==> src/rtl/mesh_router_pkg.sv <==
package mesh_router_pkg;
  localparam int NPORT = 5;
  localparam int PIW   = 3;

  typedef enum logic [PIW-1:0] {
    PORT_LOCAL = 3'd0,
    PORT_NORTH = 3'd1,
    PORT_EAST  = 3'd2,
    PORT_SOUTH = 3'd3,
    PORT_WEST  = 3'd4
  } port_e;

  localparam logic [1:0] KIND_RUN = 2'b00;
  localparam logic [1:0] KIND_CFG = 2'b01;
  localparam logic [1:0] KIND_END = 2'b11;
endpackage

==> src/rtl/rtr_fifo.sv <==
module rtr_fifo #(
  parameter int W     = 12,
  parameter int DEPTH = 4
) (
  input  logic         clk,
  input  logic         rst_n,
  input  logic         wr_i,
  input  logic [W-1:0] wdata_i,
  input  logic         rd_i,
  output logic [W-1:0] rdata_o,
  output logic         empty_o,
  output logic         full_o
);
  localparam int AW   = (DEPTH > 1) ? $clog2(DEPTH) : 1;
  localparam int CNTW = $clog2(DEPTH + 1);
  localparam logic [AW-1:0]   LAST_IDX = AW'(DEPTH - 1);
  localparam logic [CNTW-1:0] FULL_CNT = CNTW'(DEPTH);

  logic [W-1:0]    mem_q [DEPTH];
  logic [AW-1:0]   wp_q, rp_q;
  logic [CNTW-1:0] cnt_q;

  always_ff @(posedge clk) begin
    if (wr_i) mem_q[wp_q] <= wdata_i;
  end

  always_ff @(posedge clk) begin
    if (!rst_n) begin
      wp_q  <= '0;
      rp_q  <= '0;
      cnt_q <= '0;
    end else begin
      if (wr_i) wp_q <= (wp_q == LAST_IDX) ? '0 : wp_q + 1'b1;
      if (rd_i) rp_q <= (rp_q == LAST_IDX) ? '0 : rp_q + 1'b1;
      case ({wr_i, rd_i})
        2'b10:   cnt_q <= cnt_q + 1'b1;
        2'b01:   cnt_q <= cnt_q - 1'b1;
        default: cnt_q <= cnt_q;
      endcase
    end
  end

  assign rdata_o = mem_q[rp_q];
  assign empty_o = (cnt_q == '0);
  assign full_o  = (cnt_q == FULL_CNT);

  assert_no_overflow_R2: assert property (@(posedge clk) disable iff (!rst_n)
    wr_i |-> !full_o);
  assert_no_underflow_R2: assert property (@(posedge clk) disable iff (!rst_n)
    rd_i |-> !empty_o);
endmodule

==> src/rtl/rtr_inport.sv <==
module rtr_inport
  import mesh_router_pkg::*;
#(
  parameter int FW    = 12,
  parameter int CW    = 2,
  parameter int DEPTH = 4
) (
  input  logic             clk,
  input  logic             rst_n,
  input  logic             in_valid_i,
  input  logic [FW-1:0]    in_flit_i,
  output logic             in_ready_o,
  input  logic [CW-1:0]    my_x_i,
  input  logic [CW-1:0]    my_y_i,
  input  logic             fwd_i,
  output logic [NPORT-1:0] req_o,
  output logic             last_o,
  output logic [FW-1:0]    flit_o
);
  logic [FW-1:0] head;
  logic          empty, full, have, pop, wr;
  logic [1:0]    kind;
  logic [CW-1:0] dx, dy;
  port_e         dir_head, dir, dir_q;
  logic          busy_q, cfg_q;

  assign wr         = in_valid_i & ~full;
  assign in_ready_o = ~full;
  assign have       = ~empty;
  assign pop        = fwd_i & have;

  rtr_fifo #(.W(FW), .DEPTH(DEPTH)) u_fifo (
    .clk(clk), .rst_n(rst_n), .wr_i(wr), .wdata_i(in_flit_i),
    .rd_i(pop), .rdata_o(head), .empty_o(empty), .full_o(full)
  );

  assign kind = head[FW-1 -: 2];
  assign dx   = head[2*CW-1 -: CW];
  assign dy   = head[CW-1:0];

  always_comb begin
    if (dx > my_x_i)      dir_head = PORT_EAST;
    else if (dx < my_x_i) dir_head = PORT_WEST;
    else if (dy > my_y_i) dir_head = PORT_NORTH;
    else if (dy < my_y_i) dir_head = PORT_SOUTH;
    else                  dir_head = PORT_LOCAL;
  end

  assign dir = busy_q ? dir_q : dir_head;

  always_comb begin
    if (busy_q) last_o = cfg_q ? (kind == KIND_END) : 1'b1;
    else        last_o = (kind != KIND_RUN) && (kind != KIND_CFG);
  end

  assign req_o  = have ? (NPORT'(1) << dir) : '0;
  assign flit_o = head;

  always_ff @(posedge clk) begin
    if (!rst_n) begin
      busy_q <= 1'b0;
      cfg_q  <= 1'b0;
      dir_q  <= PORT_LOCAL;
    end else if (pop) begin
      if (last_o) begin
        busy_q <= 1'b0;
      end else if (!busy_q) begin
        busy_q <= 1'b1;
        cfg_q  <= (kind == KIND_CFG);
        dir_q  <= dir_head;
      end
    end
  end

  assert_path_hold_R3: assert property (@(posedge clk) disable iff (!rst_n)
    pop && !last_o |=> !have || $stable(dir));
endmodule

==> src/rtl/rtr_outarb.sv <==
module rtr_outarb
  import mesh_router_pkg::*;
#(
  parameter int N = NPORT
) (
  input  logic         clk,
  input  logic         rst_n,
  input  logic [N-1:0] req_i,
  input  logic [N-1:0] last_i,
  input  logic         out_ready_i,
  output logic [N-1:0] gnt_o,
  output logic         valid_o
);
  localparam int IW = (N > 1) ? $clog2(N) : 1;
  localparam logic [IW-1:0] TOP_IDX = IW'(N - 1);

  logic          lock_q;
  logic [IW-1:0] own_q, ptr_q, pick, sel;
  logic          found, any, xfer, tail;

  always_comb begin
    found = 1'b0;
    pick  = '0;
    for (int k = 0; k < N; k++) begin
      int j;
      j = int'(ptr_q) + k;
      if (j >= N) j = j - N;
      if (!found && req_i[j]) begin
        found = 1'b1;
        pick  = IW'(j);
      end
    end
  end

  assign sel     = lock_q ? own_q : pick;
  assign any     = lock_q ? req_i[own_q] : found;
  assign gnt_o   = any ? (N'(1) << sel) : '0;
  assign valid_o = any;
  assign xfer    = any & out_ready_i;
  assign tail    = last_i[sel];

  always_ff @(posedge clk) begin
    if (!rst_n) begin
      lock_q <= 1'b0;
      own_q  <= '0;
      ptr_q  <= '0;
    end else if (any) begin
      own_q  <= sel;
      lock_q <= !(xfer && tail);
      if (!lock_q) ptr_q <= (sel == TOP_IDX) ? '0 : sel + 1'b1;
    end
  end

  assert_lock_hold_R7: assert property (@(posedge clk) disable iff (!rst_n)
    xfer && !tail |=> (gnt_o == '0) || (gnt_o == $past(gnt_o)));
endmodule

==> src/rtl/mesh_router.sv <==
module mesh_router
  import mesh_router_pkg::*;
#(
  parameter int FW    = 12,
  parameter int CW    = 2,
  parameter int DEPTH = 4
) (
  input  logic                clk,
  input  logic                rst_n,
  input  logic [CW-1:0]       my_x,
  input  logic [CW-1:0]       my_y,
  input  logic [NPORT-1:0]    in_valid,
  input  logic [NPORT*FW-1:0] in_flit,
  output logic [NPORT-1:0]    in_ready,
  output logic [NPORT-1:0]    out_valid,
  output logic [NPORT*FW-1:0] out_flit,
  input  logic [NPORT-1:0]    out_ready
);
  logic [NPORT-1:0] req_w  [NPORT];
  logic [NPORT-1:0] reqc_w [NPORT];
  logic [NPORT-1:0] gnt_w  [NPORT];
  logic [NPORT-1:0] gntc_w [NPORT];
  logic [FW-1:0]    flit_w [NPORT];
  logic             last_w [NPORT];
  logic             rdy_w  [NPORT];
  logic             ovld_w [NPORT];
  logic             fwd_w  [NPORT];
  logic [NPORT-1:0] lastv;

  for (genvar i = 0; i < NPORT; i++) begin : g_in
    rtr_inport #(.FW(FW), .CW(CW), .DEPTH(DEPTH)) u_in (
      .clk(clk), .rst_n(rst_n),
      .in_valid_i(in_valid[i]), .in_flit_i(in_flit[i*FW +: FW]),
      .in_ready_o(rdy_w[i]), .my_x_i(my_x), .my_y_i(my_y),
      .fwd_i(fwd_w[i]), .req_o(req_w[i]), .last_o(last_w[i]),
      .flit_o(flit_w[i])
    );
  end

  for (genvar o = 0; o < NPORT; o++) begin : g_out
    rtr_outarb #(.N(NPORT)) u_arb (
      .clk(clk), .rst_n(rst_n), .req_i(reqc_w[o]), .last_i(lastv),
      .out_ready_i(out_ready[o]), .gnt_o(gnt_w[o]), .valid_o(ovld_w[o])
    );
  end

  always_comb begin
    out_flit = '0;
    for (int i = 0; i < NPORT; i++) begin
      lastv[i]    = last_w[i];
      in_ready[i] = rdy_w[i];
      out_valid[i] = ovld_w[i];
      for (int o = 0; o < NPORT; o++) begin
        reqc_w[o][i] = req_w[i][o];
        gntc_w[i][o] = gnt_w[o][i];
      end
    end
    for (int i = 0; i < NPORT; i++) begin
      fwd_w[i] = |(gntc_w[i] & out_ready);
    end
    for (int o = 0; o < NPORT; o++) begin
      for (int i = 0; i < NPORT; i++) begin
        if (gnt_w[o][i]) out_flit[o*FW +: FW] = out_flit[o*FW +: FW] | flit_w[i];
      end
    end
  end

  for (genvar o = 0; o < NPORT; o++) begin : g_chk_out
    assert_hold_R9: assert property (@(posedge clk) disable iff (!rst_n)
      out_valid[o] && !out_ready[o] |=> out_valid[o] && $stable(out_flit[o*FW +: FW]));
  end

  for (genvar i = 0; i < NPORT; i++) begin : g_chk_in
    assert_one_sink_R7: assert property (@(posedge clk) disable iff (!rst_n)
      $onehot0(gntc_w[i]));
  end
endmodule

==> config.mk <==
export PLATFORM = sky130hd
export DESIGN_NAME = mesh_router
export DESIGN_NICKNAME = d
export VERILOG_FILES = /design/src/rtl/mesh_router_pkg.sv /design/src/rtl/rtr_fifo.sv /design/src/rtl/rtr_inport.sv /design/src/rtl/rtr_outarb.sv /design/src/rtl/mesh_router.sv
export SDC_FILE = /design/constraint.sdc
export NUM_CORES = 1
export LEC_CHECK = 0
export ABC_AREA = 1
export BUFFER_PORTS_ARGS = -buffer_cell sky130_fd_sc_hd__clkbuf_2
export CAP_MARGIN = 20
export CORE_MARGIN = 2
export CORE_UTILIZATION = 48
export CTS_CLUSTER_SIZE = 40
export DETAILED_ROUTE_END_ITERATION = 6
export GPL_TIMING_DRIVEN = 0
export PLACE_DENSITY_LB_ADDON = 0.15
export SLEW_MARGIN = 20
export SYNTH_ARGS = -nofsm -noshare
export SYNTH_HDL_FRONTEND = slang
export SYNTH_SLANG_ARGS = --single-unit
==> constraint.sdc <==
create_clock -name clk -period 8.99 [get_ports clk]
set_input_delay 0 -clock clk [delete_from_list [all_inputs] [get_ports clk]]
set_output_delay 0 -clock clk [all_outputs]
set_load 0.02 [all_outputs]
==> impl_metrics.json <==
{
  "status": "finished, final reports clean",
  "insertion_delay_ns": 0.53,
  "hold_class": "primary input to flop",
  "gr-usage-all-layers": 0.2863,
  "fin_crit_sh": 0.8175,
  "finalHoldViolCount": 0,
  "synth-seq-cells": 345,
  "clock_path_buffers": 3,
  "die_area_um2": 48400,
  "reg2reg_depth": 42,
  "die_y_um": 220.0,
  "worst_slew_pin_slew_ns": 1.079,
  "cts_resized": 0,
  "crit_top_cell": "inv_1",
  "finClkSkew_ns": 0.01397,
  "final_antenna_net_count": 0,
  "synthTopCellsByArea": "edfxtp_1 32%, nand2_1 11%, dfxtp_1 9.4%",
  "first_pass_iters": 7,
  "setup_viol": 0,
  "clock_sinks": 345,
  "startpoint_type": "flop",
  "fin_area_um2": 25710,
  "hpwl_um": 53660,
  "syn_area_um2": 22390,
  "ctsHoldBuffers": 69,
  "multi_input_area_um2": 11230,
  "wl_per_cell_um": 19.29,
  "grt_pass1_wl_um": 107000,
  "cp_slowest_cell": "o22ai_1",
  "netlist-cell-type-count": 63,
  "fmax_ghz": 0.1361,
  "io_pins": 146,
  "synthToLayoutAreaGrowth_pct": 14.81,
  "cts_tree": "yes",
  "drv_cap": 0,
  "crit_arrival_ns": 7.77,
  "grt-ovfl-total": 0,
  "setup_tns_ns": 0,
  "vias": 20620,
  "layout_setup_ws_ns": 1.641,
  "root_buffer": "clkbuf_16",
  "fin_util": 0.5558,
  "coreArea_um2": 46260,
  "grt_max_degree": 15,
  "initial_utilization": 0.4841,
  "seq_area_frac_synth": 0.4157,
  "routed_via_density": 5.640,
  "synth_cells": 2768,
  "worstPathMaxFanout": 10,
  "yosysWarningCount": 0,
  "drc": 0,
  "cpPeakStageDelay_ns": 0.83,
  "antenna_found_initial": 0,
  "yosys.area.top_type": "edfxtp_1",
  "first_global_vias": 19000,
  "gp_congestion": 0.9710,
  "syn-num-nets": 2972,
  "first_iter_violations": 2188,
  "wl_um": 70520,
  "min_period_ns": 7.349,
  "fillers": 4233,
  "synth_top_area_share": 0.3218,
  "rsz0062_at_grt": "false",
  "min_path_cells": 3,
  "numCtsBuffers": 36,
  "post-cts-setup-buffers": 0,
  "place_area_um2": 23930,
  "avgSynthCellArea_um2": 8.090,
  "endpoint_kind": "flop",
  "place_worst_setup_slack_ns": 1.866,
  "fin_nets": 3225,
  "port_buffers": 144,
  "drv_slew": 0,
  "dieWidth_um": 220.0,
  "clkSlewWorstSetupHoldPaths_ns": 0.06,
  "min_from": "in_valid[3]",
  "worstSetupPathType": "flop to flop",
  "drive_gt1_frac": 0.1447,
  "ff_latch_area_um2": 9309,
  "rows": 79,
  "htree_levels": 2,
  "max-slew-margin-rel": 0.2809,
  "required_ns": 9.41
}
routing by layer:
metal	routed length, um	track usage	up-vias
li1	-	-	9937
met1	30250	0.3899	9703
met2	32700	0.4737	842
met3	5293	0.03506	138
met4	2272	0.09329	0
met5	0	0	-
synth_stat cells, drive strengths merged:
| master | count |
|---|---|
| edfxtp | 240 |
| clkinv | 5 |
| o311ai | 1 |
| fa | 10 |
| clkbuf | 37 |
| ha | 118 |
| buf | 47 |
| nor3 | 15 |
| o221ai | 13 |
| o21ai | 193 |
| a31oi | 5 |
| a211oi | 10 |
| a221oi | 9 |
| o211ai | 27 |
| a32oi | 45 |
| o21bai | 2 |
| o2111ai | 22 |
| o31ai | 4 |
| a21boi | 1 |
| a31o | 4 |
| nand3b | 10 |
| nor2 | 258 |
| nor4 | 2 |
| xor2 | 25 |
| nand4 | 39 |
| inv | 384 |
| o21a | 4 |
| xnor2 | 2 |
| or2 | 2 |
| nand2 | 680 |
| dfxtp | 105 |
| a22oi | 39 |
| nand3 | 211 |
| a21oi | 165 |
| o22ai | 34 |
cells in the final DEF, fill, tap and decap left out, drive strengths merged, types with 5 or more instances in the layout:
cell         count
nand2          680
inv            386
nor2           258
edfxtp         240
clkbuf         232
nand3          211
o21ai          193
a21oi          165
ha             118
dfxtp          105
dlygate4sd3     69
buf             49
a32oi           45
a22oi           39
nand4           39
o22ai           34
o211ai          27
xor2            25
o2111ai         22
nor3            15
clkinv          15
o221ai          13
fa              10
nand3b          10
a211oi          10
a221oi           9
a31oi            5
registers in the layout (all words and copies together), names as in the netlist, named ones only:
| register | count |
|---|---|
| g_in.u_in.u_fifo.wp_q | 10 |
| g_in.u_in.u_fifo.rp_q | 10 |
| g_in.u_in.u_fifo.cnt_q | 15 |
| g_in.u_in.cfg_q | 5 |
| g_out.u_arb.own_q | 15 |
| g_out.u_arb.lock_q | 5 |
| g_in.u_in.busy_q | 5 |
| g_out.u_arb.ptr_q | 15 |
| g_in.u_in.u_fifo.mem_q | 240 |
| g_in.u_in.dir_q | 15 |
per-stage QoR:
step | instances | hold WS, ns
finish | 3656 | 0.02039
global route | 3655 | 0.05583
CTS | 3655 | 0.003493
detailed placement | 3521 | 0.2212
global placement | 3519 | 0.2157
floorplan | 2768 | 0.09887
path summary, 6_finish.rpt:
check                           slack [ns]                                   endpoint
worst max register to register        1.64  g_in[3].u_in.u_fifo.cnt_q[2]$_SDFFE_PN0P_
worst max-delay path                  1.64  g_in[3].u_in.u_fifo.cnt_q[2]$_SDFFE_PN0P_
worst min-delay path                  0.02   g_in[3].u_in.u_fifo.wp_q[0]$_SDFFE_PN0P_
worst min register to register        0.45  g_in[2].u_in.u_fifo.cnt_q[0]$_SDFFE_PN0P_
area by class of cell:
cell class	count	share of cell area
Clock inverter	14	0.004039
Sequential cell	345	0.3621
Tap cell	607	0.02954
Multi-Input combinational cell	1950	0.4367
Timing Repair Buffer	215	0.05548
Buffer	84	0.01703
Antenna cell	1	0.00009733
Clock buffer	51	0.03806
Inverter	389	0.05694
critical path: cells and delay by family (launching register included):
| kind | cells | cell delay, ns |
|---|---|---|
| buffers and inverters | 11 | 1.61 |
| adder cells (fa/ha/maj) | 5 | 1.25 |
| AO/OA/AOI/OAI | 9 | 1.81 |
| AND/OR/NAND/NOR | 17 | 2.16 |
| flip-flops | 1 | 0.39 |
cells by family (layout without fill, tap and decap cells):
family | Yosys count | in the layout | synth area share
flops | 345 | 345 | 0.4157
simple gates | 1217 | 1217 | 0.2498
compound gates | 578 | 578 | 0.1621
fa+ha+maj | 128 | 128 | 0.07487
xor+xnor | 27 | 27 | 0.01257
other cells | 0 | 1 | 0
buf+inv | 473 | 753 | 0.08493
Power is not shown: default switching activity piles up to over one toggle a cycle in this logic, so the estimate is an artifact.
